$ cat src/rtl/irq_dest_pkg.sv
package irq_dest_pkg;

  localparam int ID_W    = 8;
  localparam int MODEL_W = 4;

  localparam logic [ID_W-1:0]    BCAST_ID      = 8'hFF;
  localparam logic [MODEL_W-1:0] MODEL_FLAT    = 4'hF;
  localparam logic [MODEL_W-1:0] MODEL_CLUSTER = 4'h0;

  typedef enum logic [1:0] {
    SH_FIELDS = 2'b00,
    SH_SELF   = 2'b01,
    SH_ALL    = 2'b10,
    SH_OTHERS = 2'b11
  } shorthand_e;

  typedef struct packed {
    logic               present;
    logic [ID_W-1:0]    phys_id;
    logic [ID_W-1:0]    log_id;
    logic [MODEL_W-1:0] model;
  } agent_t;

endpackage

$ cat src/rtl/irq_dest_table.sv
module irq_dest_table #(
  parameter int N_AGENTS = 8,
  parameter int IDX_W    = 3
) (
  input  logic                                clk,
  input  logic                                rst_n,
  input  logic                                we_i,
  input  logic [IDX_W-1:0]                    widx_i,
  input  irq_dest_pkg::agent_t                wdata_i,
  output irq_dest_pkg::agent_t [N_AGENTS-1:0] entries_o
);

  logic [N_AGENTS-1:0] wr_hit;

  for (genvar i = 0; i < N_AGENTS; i++) begin : g_entry
    // write decode: one enable per entry
    always_comb begin
      wr_hit[i] = we_i && (widx_i == IDX_W'(i));
    end

    always_ff @(posedge clk or negedge rst_n) begin
      if (!rst_n) begin
        entries_o[i] <= '0;
      end else if (wr_hit[i]) begin
        entries_o[i] <= wdata_i;
      end
    end
  end

endmodule

$ cat src/rtl/irq_dest_match.sv
module irq_dest_match #(
  parameter int N_AGENTS = 8,
  parameter int IDX_W    = 3
) (
  input  irq_dest_pkg::agent_t [N_AGENTS-1:0] entries_i,
  input  logic [irq_dest_pkg::ID_W-1:0]       dest_i,
  input  logic                                logical_i,
  input  irq_dest_pkg::shorthand_e            short_i,
  input  logic [IDX_W-1:0]                    self_i,
  output logic [N_AGENTS-1:0]                 mask_o
);
  import irq_dest_pkg::*;

  localparam int NIB = ID_W / 2;

  logic [N_AGENTS-1:0] present;
  logic [N_AGENTS-1:0] chain_ok;
  logic [N_AGENTS-1:0] phys_hit;
  logic [N_AGENTS-1:0] log_hit;
  logic [N_AGENTS-1:0] self_oh;
  logic                is_bcast;

  for (genvar i = 0; i < N_AGENTS; i++) begin : g_agent
    logic flat_hit;
    logic clus_hit;

    assign present[i] = entries_i[i].present;

    // logical search ends at the first absent entry
    if (i == 0) begin : g_first
      assign chain_ok[i] = present[i];
    end else begin : g_rest
      assign chain_ok[i] = chain_ok[i-1] & present[i];
    end

    assign phys_hit[i] = present[i] && (entries_i[i].phys_id == dest_i);

    assign flat_hit = (entries_i[i].model == MODEL_FLAT) &&
                      (|(dest_i & entries_i[i].log_id));

    assign clus_hit = (entries_i[i].model == MODEL_CLUSTER) &&
                      (dest_i[ID_W-1:NIB] == entries_i[i].log_id[ID_W-1:NIB]) &&
                      (|(dest_i[NIB-1:0] & entries_i[i].log_id[NIB-1:0]));

    assign log_hit[i] = chain_ok[i] && (flat_hit || clus_hit);
  end

  assign self_oh  = N_AGENTS'(1) << self_i;
  assign is_bcast = (dest_i == BCAST_ID);

  always_comb begin
    unique case (short_i)
      SH_SELF:   mask_o = present & self_oh;
      SH_ALL:    mask_o = present;
      SH_OTHERS: mask_o = present & ~self_oh;
      default: begin
        if (logical_i) begin
          mask_o = log_hit;
        end else if (is_bcast) begin
          mask_o = present;
        end else begin
          mask_o = phys_hit;
        end
      end
    endcase
  end

endmodule

$ cat src/rtl/irq_dest_lowest.sv
module irq_dest_lowest #(
  parameter int N_AGENTS = 8,
  parameter int IDX_W    = 3
) (
  input  logic [N_AGENTS-1:0] mask_i,
  output logic                found_o,
  output logic [IDX_W-1:0]    idx_o
);

  always_comb begin
    found_o = |mask_i;
    idx_o   = '0;
    for (int i = N_AGENTS - 1; i >= 0; i--) begin
      if (mask_i[i]) begin
        idx_o = IDX_W'(i);
      end
    end
  end

endmodule

$ cat src/rtl/irq_dest_decoder.sv
module irq_dest_decoder #(
  parameter int N_AGENTS = 8,
  localparam int IDX_W   = (N_AGENTS > 1) ? $clog2(N_AGENTS) : 1
) (
  input  logic                clk,
  input  logic                rst_n,
  input  logic                tbl_we,
  input  logic [IDX_W-1:0]    tbl_idx,
  input  logic                tbl_present,
  input  logic [7:0]          tbl_phys_id,
  input  logic [7:0]          tbl_log_id,
  input  logic [3:0]          tbl_model,
  input  logic                req_valid,
  input  logic [7:0]          req_dest,
  input  logic                req_logical,
  input  logic [1:0]          req_short,
  input  logic [IDX_W-1:0]    req_self,
  output logic                out_valid,
  output logic [N_AGENTS-1:0] out_mask,
  output logic                out_lp_found,
  output logic [IDX_W-1:0]    out_lp_idx
);
  import irq_dest_pkg::*;

  agent_t [N_AGENTS-1:0] tbl_q;
  agent_t                wdata;
  logic [N_AGENTS-1:0]   present_vec;
  logic [N_AGENTS-1:0]   mask_c;
  logic                  lp_found_c;
  logic [IDX_W-1:0]      lp_idx_c;

  logic                  valid_d;
  logic [N_AGENTS-1:0]   mask_d;
  logic                  lp_found_d;
  logic [IDX_W-1:0]      lp_idx_d;

  assign wdata = '{present: tbl_present, phys_id: tbl_phys_id,
                   log_id: tbl_log_id, model: tbl_model};

  irq_dest_table #(.N_AGENTS(N_AGENTS), .IDX_W(IDX_W)) u_table (
    .clk       (clk),
    .rst_n     (rst_n),
    .we_i      (tbl_we),
    .widx_i    (tbl_idx),
    .wdata_i   (wdata),
    .entries_o (tbl_q)
  );

  for (genvar i = 0; i < N_AGENTS; i++) begin : g_pres
    assign present_vec[i] = tbl_q[i].present;
  end

  irq_dest_match #(.N_AGENTS(N_AGENTS), .IDX_W(IDX_W)) u_match (
    .entries_i (tbl_q),
    .dest_i    (req_dest),
    .logical_i (req_logical),
    .short_i   (shorthand_e'(req_short)),
    .self_i    (req_self),
    .mask_o    (mask_c)
  );

  irq_dest_lowest #(.N_AGENTS(N_AGENTS), .IDX_W(IDX_W)) u_lowest (
    .mask_i  (mask_c),
    .found_o (lp_found_c),
    .idx_o   (lp_idx_c)
  );

  // next-state
  always_comb begin
    valid_d    = req_valid;
    mask_d     = out_mask;
    lp_found_d = out_lp_found;
    lp_idx_d   = out_lp_idx;
    if (req_valid) begin
      mask_d     = mask_c;
      lp_found_d = lp_found_c;
      lp_idx_d   = lp_idx_c;
    end
  end

  // registers
  always_ff @(posedge clk or negedge rst_n) begin
    if (!rst_n) begin
      out_valid    <= 1'b0;
      out_mask     <= '0;
      out_lp_found <= 1'b0;
      out_lp_idx   <= '0;
    end else begin
      out_valid <= valid_d;
      if (req_valid) begin
        out_mask     <= mask_d;
        out_lp_found <= lp_found_d;
        out_lp_idx   <= lp_idx_d;
      end
    end
  end

endmodule

$ cat config.mk
export PLATFORM = sky130hd
export DESIGN_NAME = irq_dest_decoder
export DESIGN_NICKNAME = d
export VERILOG_FILES = /design/src/rtl/irq_dest_pkg.sv /design/src/rtl/irq_dest_table.sv /design/src/rtl/irq_dest_match.sv /design/src/rtl/irq_dest_lowest.sv /design/src/rtl/irq_dest_decoder.sv
export SDC_FILE = /design/constraint.sdc
export NUM_CORES = 1
export LEC_CHECK = 0
export ABC_AREA = 0
export BUFFER_PORTS_ARGS = -buffer_cell sky130_fd_sc_hd__buf_2
export CAP_MARGIN = 10
export CORE_ASPECT_RATIO = 0.5
export CORE_MARGIN = 2
export CORE_UTILIZATION = 50
export DETAILED_ROUTE_END_ITERATION = 7
export GPL_TIMING_DRIVEN = 0
export PLACE_DENSITY = 0.73
export SYNTH_ARGS = -nofsm -noshare
export SYNTH_HDL_FRONTEND = slang
export SYNTH_SLANG_ARGS = --single-unit
$ cat constraint.sdc
create_clock -name clk -period 6.5 [get_ports clk]
set_clock_uncertainty 0.05 [all_clocks]
set_input_delay 0.65 -clock clk [delete_from_list [all_inputs] [get_ports clk]]
set_output_delay 0.65 -clock clk [all_outputs]
set_load 0.03 [all_outputs]
**After elaboration in Yosys (flattened, before gate mapping)**

Cells that the tools add are included.

- Equality and inequality tests: 35
- Bitwise logic cells: 26
- Reduce and logical (&&, ||, !) cells: 82
- Muxes and demuxes: 11
- Shift operators: 1

Operators with widths:

| cell | count |
|---|---|
| AND 8 bit | 10 |
| OR reduction 8 bit | 9 |
| == test 8 bit | 8 |
| logical AND 1 bit | 48 |
| AND 4 bit | 8 |
| == test 4 bit | 8 |
| == test 4 bit (second input constant) | 8 |
| logical NOT 4 bit | 8 |
| OR reduction 4 bit | 8 |
| 2-to-1 mux 3 bit | 8 |
| one-hot mux 8 bit (3 select lines) | 1 |
| 2-to-1 mux 8 bit | 2 |
| == test 3 bit (second input constant) | 4 |
| == test 8 bit (second input constant) | 1 |
| logical OR 1 bit | 8 |
| inverter 8 bit | 1 |
| left shift 1 x 3 -> 8 bit (first input constant) | 1 |
| AND 1 bit | 7 |
| == test 3 x 2 -> 1 bit (second input constant) | 2 |
| == test 2 bit (second input constant) | 2 |
| == test 3 x 1 -> 1 bit (second input constant) | 1 |
| logical NOT 3 bit | 1 |
| == test 2 x 1 -> 1 bit (second input constant) | 1 |

- Word-level logic and storage cells: 191
- Bits in registers: 181
- Output and inout bits: 13
- Input bits: 42

**Logic depth before layout (Yosys ltp)**

- Word-level depth: 18
- Gate-level depth with buffers: 9
- Gate-level depth less buffers: 8

**Cells and area by module**

Synthesis repeated with hierarchy kept, for this count alone.

- Cells, all modules: 667
- Area total of the unflattened synthesis: 9011.1 sq um

Modules (own cells, without submodules):

| module | instances | sequential area each (sq um) | area an instance (sq um) | cells an instance |
|---|---|---|---|---|
| irq_dest_table | 1 | 4204.0 | 6344.8 | 360 |
| irq_dest_match | 1 | 0.0 | 2075.7 | 268 |
| irq_dest_decoder | 1 | 325.3 | 509.2 | 26 |
| irq_dest_lowest | 1 | 0.0 | 81.3 | 13 |

**Least setup slack after synthesis**

No wires, ideal clock.

- Kind: input -> register
- From: input port req_dest[5]
- To: register out_lp_idx[0]
- Path slack: 3.719 ns
- Cell stages on the path: 8
- Setup time: 0.126 ns
- Required time: 6.324 ns
- Buffers on the path: 0
- Arrival time: 2.605 ns
- Cells stage by stage: ha_1 or4_4 a211oi_2 o31ai_1 a41o_1 a21boi_1 a221o_1 a221o_1

- Cells in the longest elaborated chain, start to end: 15
- Elaborated cells between the ends (all ways): 92
- Those cells by class: eq/ne (17); mux (11); bitwise (8); reduce/logical (56)

Ends and longest elaborated chain:

| what | line | source |
|---|---|---|
| start, declared | irq_dest_decoder.sv:14 | `input logic [7:0] req_dest,` |
| AND 8 bit / == test 4 bit (equally long branches) | irq_dest_match.sv:39, irq_dest_match.sv:42 |  |
| OR reduction 8 bit / logical AND 1 bit (equally long branches) | irq_dest_match.sv:39, irq_dest_match.sv:41 |  |
| logical AND 1 bit (on tied branches) | irq_dest_match.sv:38, irq_dest_match.sv:42 |  |
| logical OR 1 bit | irq_dest_match.sv:45 | `assign log_hit[i] = chain_ok[i] && (flat_hit \|\| clus_hit);` |
| logical AND 1 bit | irq_dest_match.sv:45 |  |
| 2-to-1 mux 8 bit * | irq_dest_match.sv:57 | `if (logical_i) begin` |
| one-hot mux 8 bit (3 select lines) * | irq_dest_match.sv:52 | `unique case (short_i)` |
| 2-to-1 mux 3 bit (7 in a row) | irq_dest_lowest.sv:14 | `if (mask_i[i]) begin` |
| 2-to-1 mux 3 bit * | irq_dest_lowest.sv:14 |  |
| end signal, assigned | irq_dest_decoder.sv:93 | `out_lp_idx <= lp_idx_d;` |
| end, declared | irq_dest_decoder.sv:21 | `output logic [IDX_W-1:0] out_lp_idx` |

Mark *: on every way between the ends. The rest lies on a longest branch, timed or not.
A chain may end at the register's enable or synchronous reset.

**Worst setup path in the final report**

Ends and elaborated chain as after synthesis.

==> flow_metrics.env <==
export IMPL_drt_wl_total_mm=21.1
export IMPL_ctsResizeCount=0
export IMPL_port_buffers=50
export IMPL_netlist_area_sq_mm=0.00888
export IMPL_cts_buffers=17
export IMPL_synth_edf_count=0
export IMPL_dr_first_iter_drc_count=389
export IMPL_syn_inst=666
export IMPL_place_area_sq_mm=0.00946
export IMPL_grt_max_degree=104
export IMPL_maxSlewHeadroom=0.479
export IMPL_maxCapViolCount=0
export IMPL_hold_viol_final=0
export IMPL_maxSlewViolCount=0
export IMPL_period_needed_ps=2990
export IMPL_synth_top_flop_cell="dfrtp_1"
export IMPL_grt_use_met2=0.371
export IMPL_tns_ps=0
export IMPL_dp_hpwl_mm=14.5
export IMPL_overflow=0
export IMPL_dieWidth_microns=192
export IMPL_clk_pin_slew_ps=80
export IMPL_dieHeight_microns=98.2
export IMPL_leakage_uw=0.00436
export IMPL_worstPathArrival_ps=3250
export IMPL_drive_above_1_share=0.382
export IMPL_antenna_left=0
export IMPL_drtPass1Iterations=4
export IMPL_status="finished clean"
export IMPL_required_ps=6760
export IMPL_die_area_sq_mm=0.0189
export IMPL_cp_end_kind="flop"
export IMPL_ir_drop_mv=0.190
export IMPL_cts_buffer_depth=2
export IMPL_nNetsFinal=810
export IMPL_postLayoutCellArea_sq_mm=0.0100
export IMPL_insertion_delay_ps=430
export IMPL_p_per_area_mw_per_mm2=318
export IMPL_ys_types=65
export IMPL_grt_pass1_wl_mm=33.5
export IMPL_holdBufCountCts=0
export IMPL_ys_seq_area_frac=0.510
export IMPL_ys_async_sr_fraction=1.00
export IMPL_synth_seq_cells=181
export IMPL_stdcell_count=983
export IMPL_crit_type="in2reg"
export IMPL_route_vias_total=5746
export IMPL_antenna_found_initial=0
export IMPL_min_path_type="in2async"
export IMPL_initial_core_util=0.510
export IMPL_grt_setup_unrepaired="no"
export IMPL_synth_warnings=0
export IMPL_synth_nets=740
export IMPL_cts_sinks=181
export IMPL_core_area_sq_mm=0.0174
export IMPL_avgSynthCellArea_sq_um=13.3
export IMPL_worstReg2RegStart="u_table.entries_o[51]"
export IMPL_fin_crit_sh=0.460
export IMPL_busiest_layer="met2"
export IMPL_worst_pin_slew_ps=781
export IMPL_path_max_fanout=9
export IMPL_n_antenna_cell=0
export IMPL_met1_usage=0.341
export IMPL_grt_pass1_vias=5896
export IMPL_placedCellCount=951
export IMPL_rows=34
export IMPL_final_core_util=0.578
export IMPL_grt_use_met3=0.0471
export IMPL_setup_violations=0
export IMPL_ios=55
export IMPL_routedWlPerCell_microns=21.4
export IMPL_place_congestion=0.892
export IMPL_worstSetupStartpointType="input port"
export IMPL_max_freq_mhz=334
export IMPL_cts_root_buf="clkbuf_16"
export IMPL_postCtsSetupBuffers=0
export IMPL_area_growth_pct=13.2
export IMPL_grt_use_total=0.237
export IMPL_crit_start="req_dest[5]"
export IMPL_cts_tree="built"
export IMPL_htreeDepth=4
export IMPL_vias_per_cell=5.85
export IMPL_drc=0
## flip-flops by register name (all words and copies together), names as in the netlist
register           count
out_lp_found           1
out_lp_idx             3
out_mask               8
out_valid              1
u_table.entries_o    168
## metal layers
layer  share of wire  up-vias
li1                -     2618
met3           0.049       12
met1            0.48     2997
met5               0        -
met2            0.46      119
met4          0.0074        0
## cell type report
cell class	count	area [sq um]
buffer	32	178
clock buffer	17	425
clock inverter	15	165
fill	1376	7350
inverter	3	11.3
multi-input combinational	450	4160
sequential	181	4530
tap	234	293
timing repair buffer	51	288
## synthesized netlist by cell type (all sizes together), types with 8 or more instances
cell,n,area share
a22oi,15,0.013
buf,22,0.015
clkbuf,10,0.0054
dfrtp,181,0.51
ha,32,0.045
mux2,174,0.22
nand2,17,0.0072
nand4,11,0.0078
nor2,9,0.0038
nor4,27,0.019
o21ai,8,0.0045
or4,9,0.0080
xnor2,12,0.012
xor2,58,0.057
## worst max-delay path, cell delays in order
cell,delay (ps)
buf_2,250
ha_1,270
or4_1,520
o21ai_1,300
o2111ai_1,160
a221oi_1,320
o21ai_1,210
and3_2,250
a221o_1,310
## power by group
group          switching [uW]  internal [uW]
clock                     488            547
sequential                160           1370
combinational             296            330
## logic make-up (layout without fill, tap and decap cells)
| family | count (synthesis) | count (layout) | share of synthesized area |
|---|---|---|---|
| buf+inv | 35 | 118 | 0.0213 |
| compound gates | 67 | 67 | 0.0606 |
| xor+xnor | 70 | 70 | 0.0691 |
| flops | 181 | 181 | 0.510 |
| mux | 175 | 175 | 0.222 |
| fa+ha+maj | 32 | 32 | 0.0451 |
| simple gates | 106 | 106 | 0.0720 |
## per-stage QoR
step,hold slack [ps],setup WS [ps],power (uW)
floorplan,304,3720,1970
global placement,420,1910,2130
detailed placement,437,3090,2180
CTS,164,3550,3210
global route,186,3380,3360
finish,145,3510,3190
## path summary, 6_finish.rpt
kind,cells after the start,slack [ps],to
max,9,3510,out_lp_idx[0]
min,1,150,u_table.entries_o[123]
max reg2reg,8,3610,out_lp_idx[0]
min reg2reg,2,450,out_mask[0]
max in group asynchronous,2,5310,u_table.entries_o[137]
min in group clk,1,370,out_valid
## cell usage in the layout (no fill, tap or decap), types with 11 or more instances in the layout
cell and instances:
dfrtp_1 181, xor2_1 58, a22oi_1 15, nand4_1 11, buf_2 57, xnor2_1 12
ha_1 32, nor4_1 27, mux2_2 174, nand2_1 17, clkbuf_16 17
Note: power is estimated with default switching activity, not from simulation.
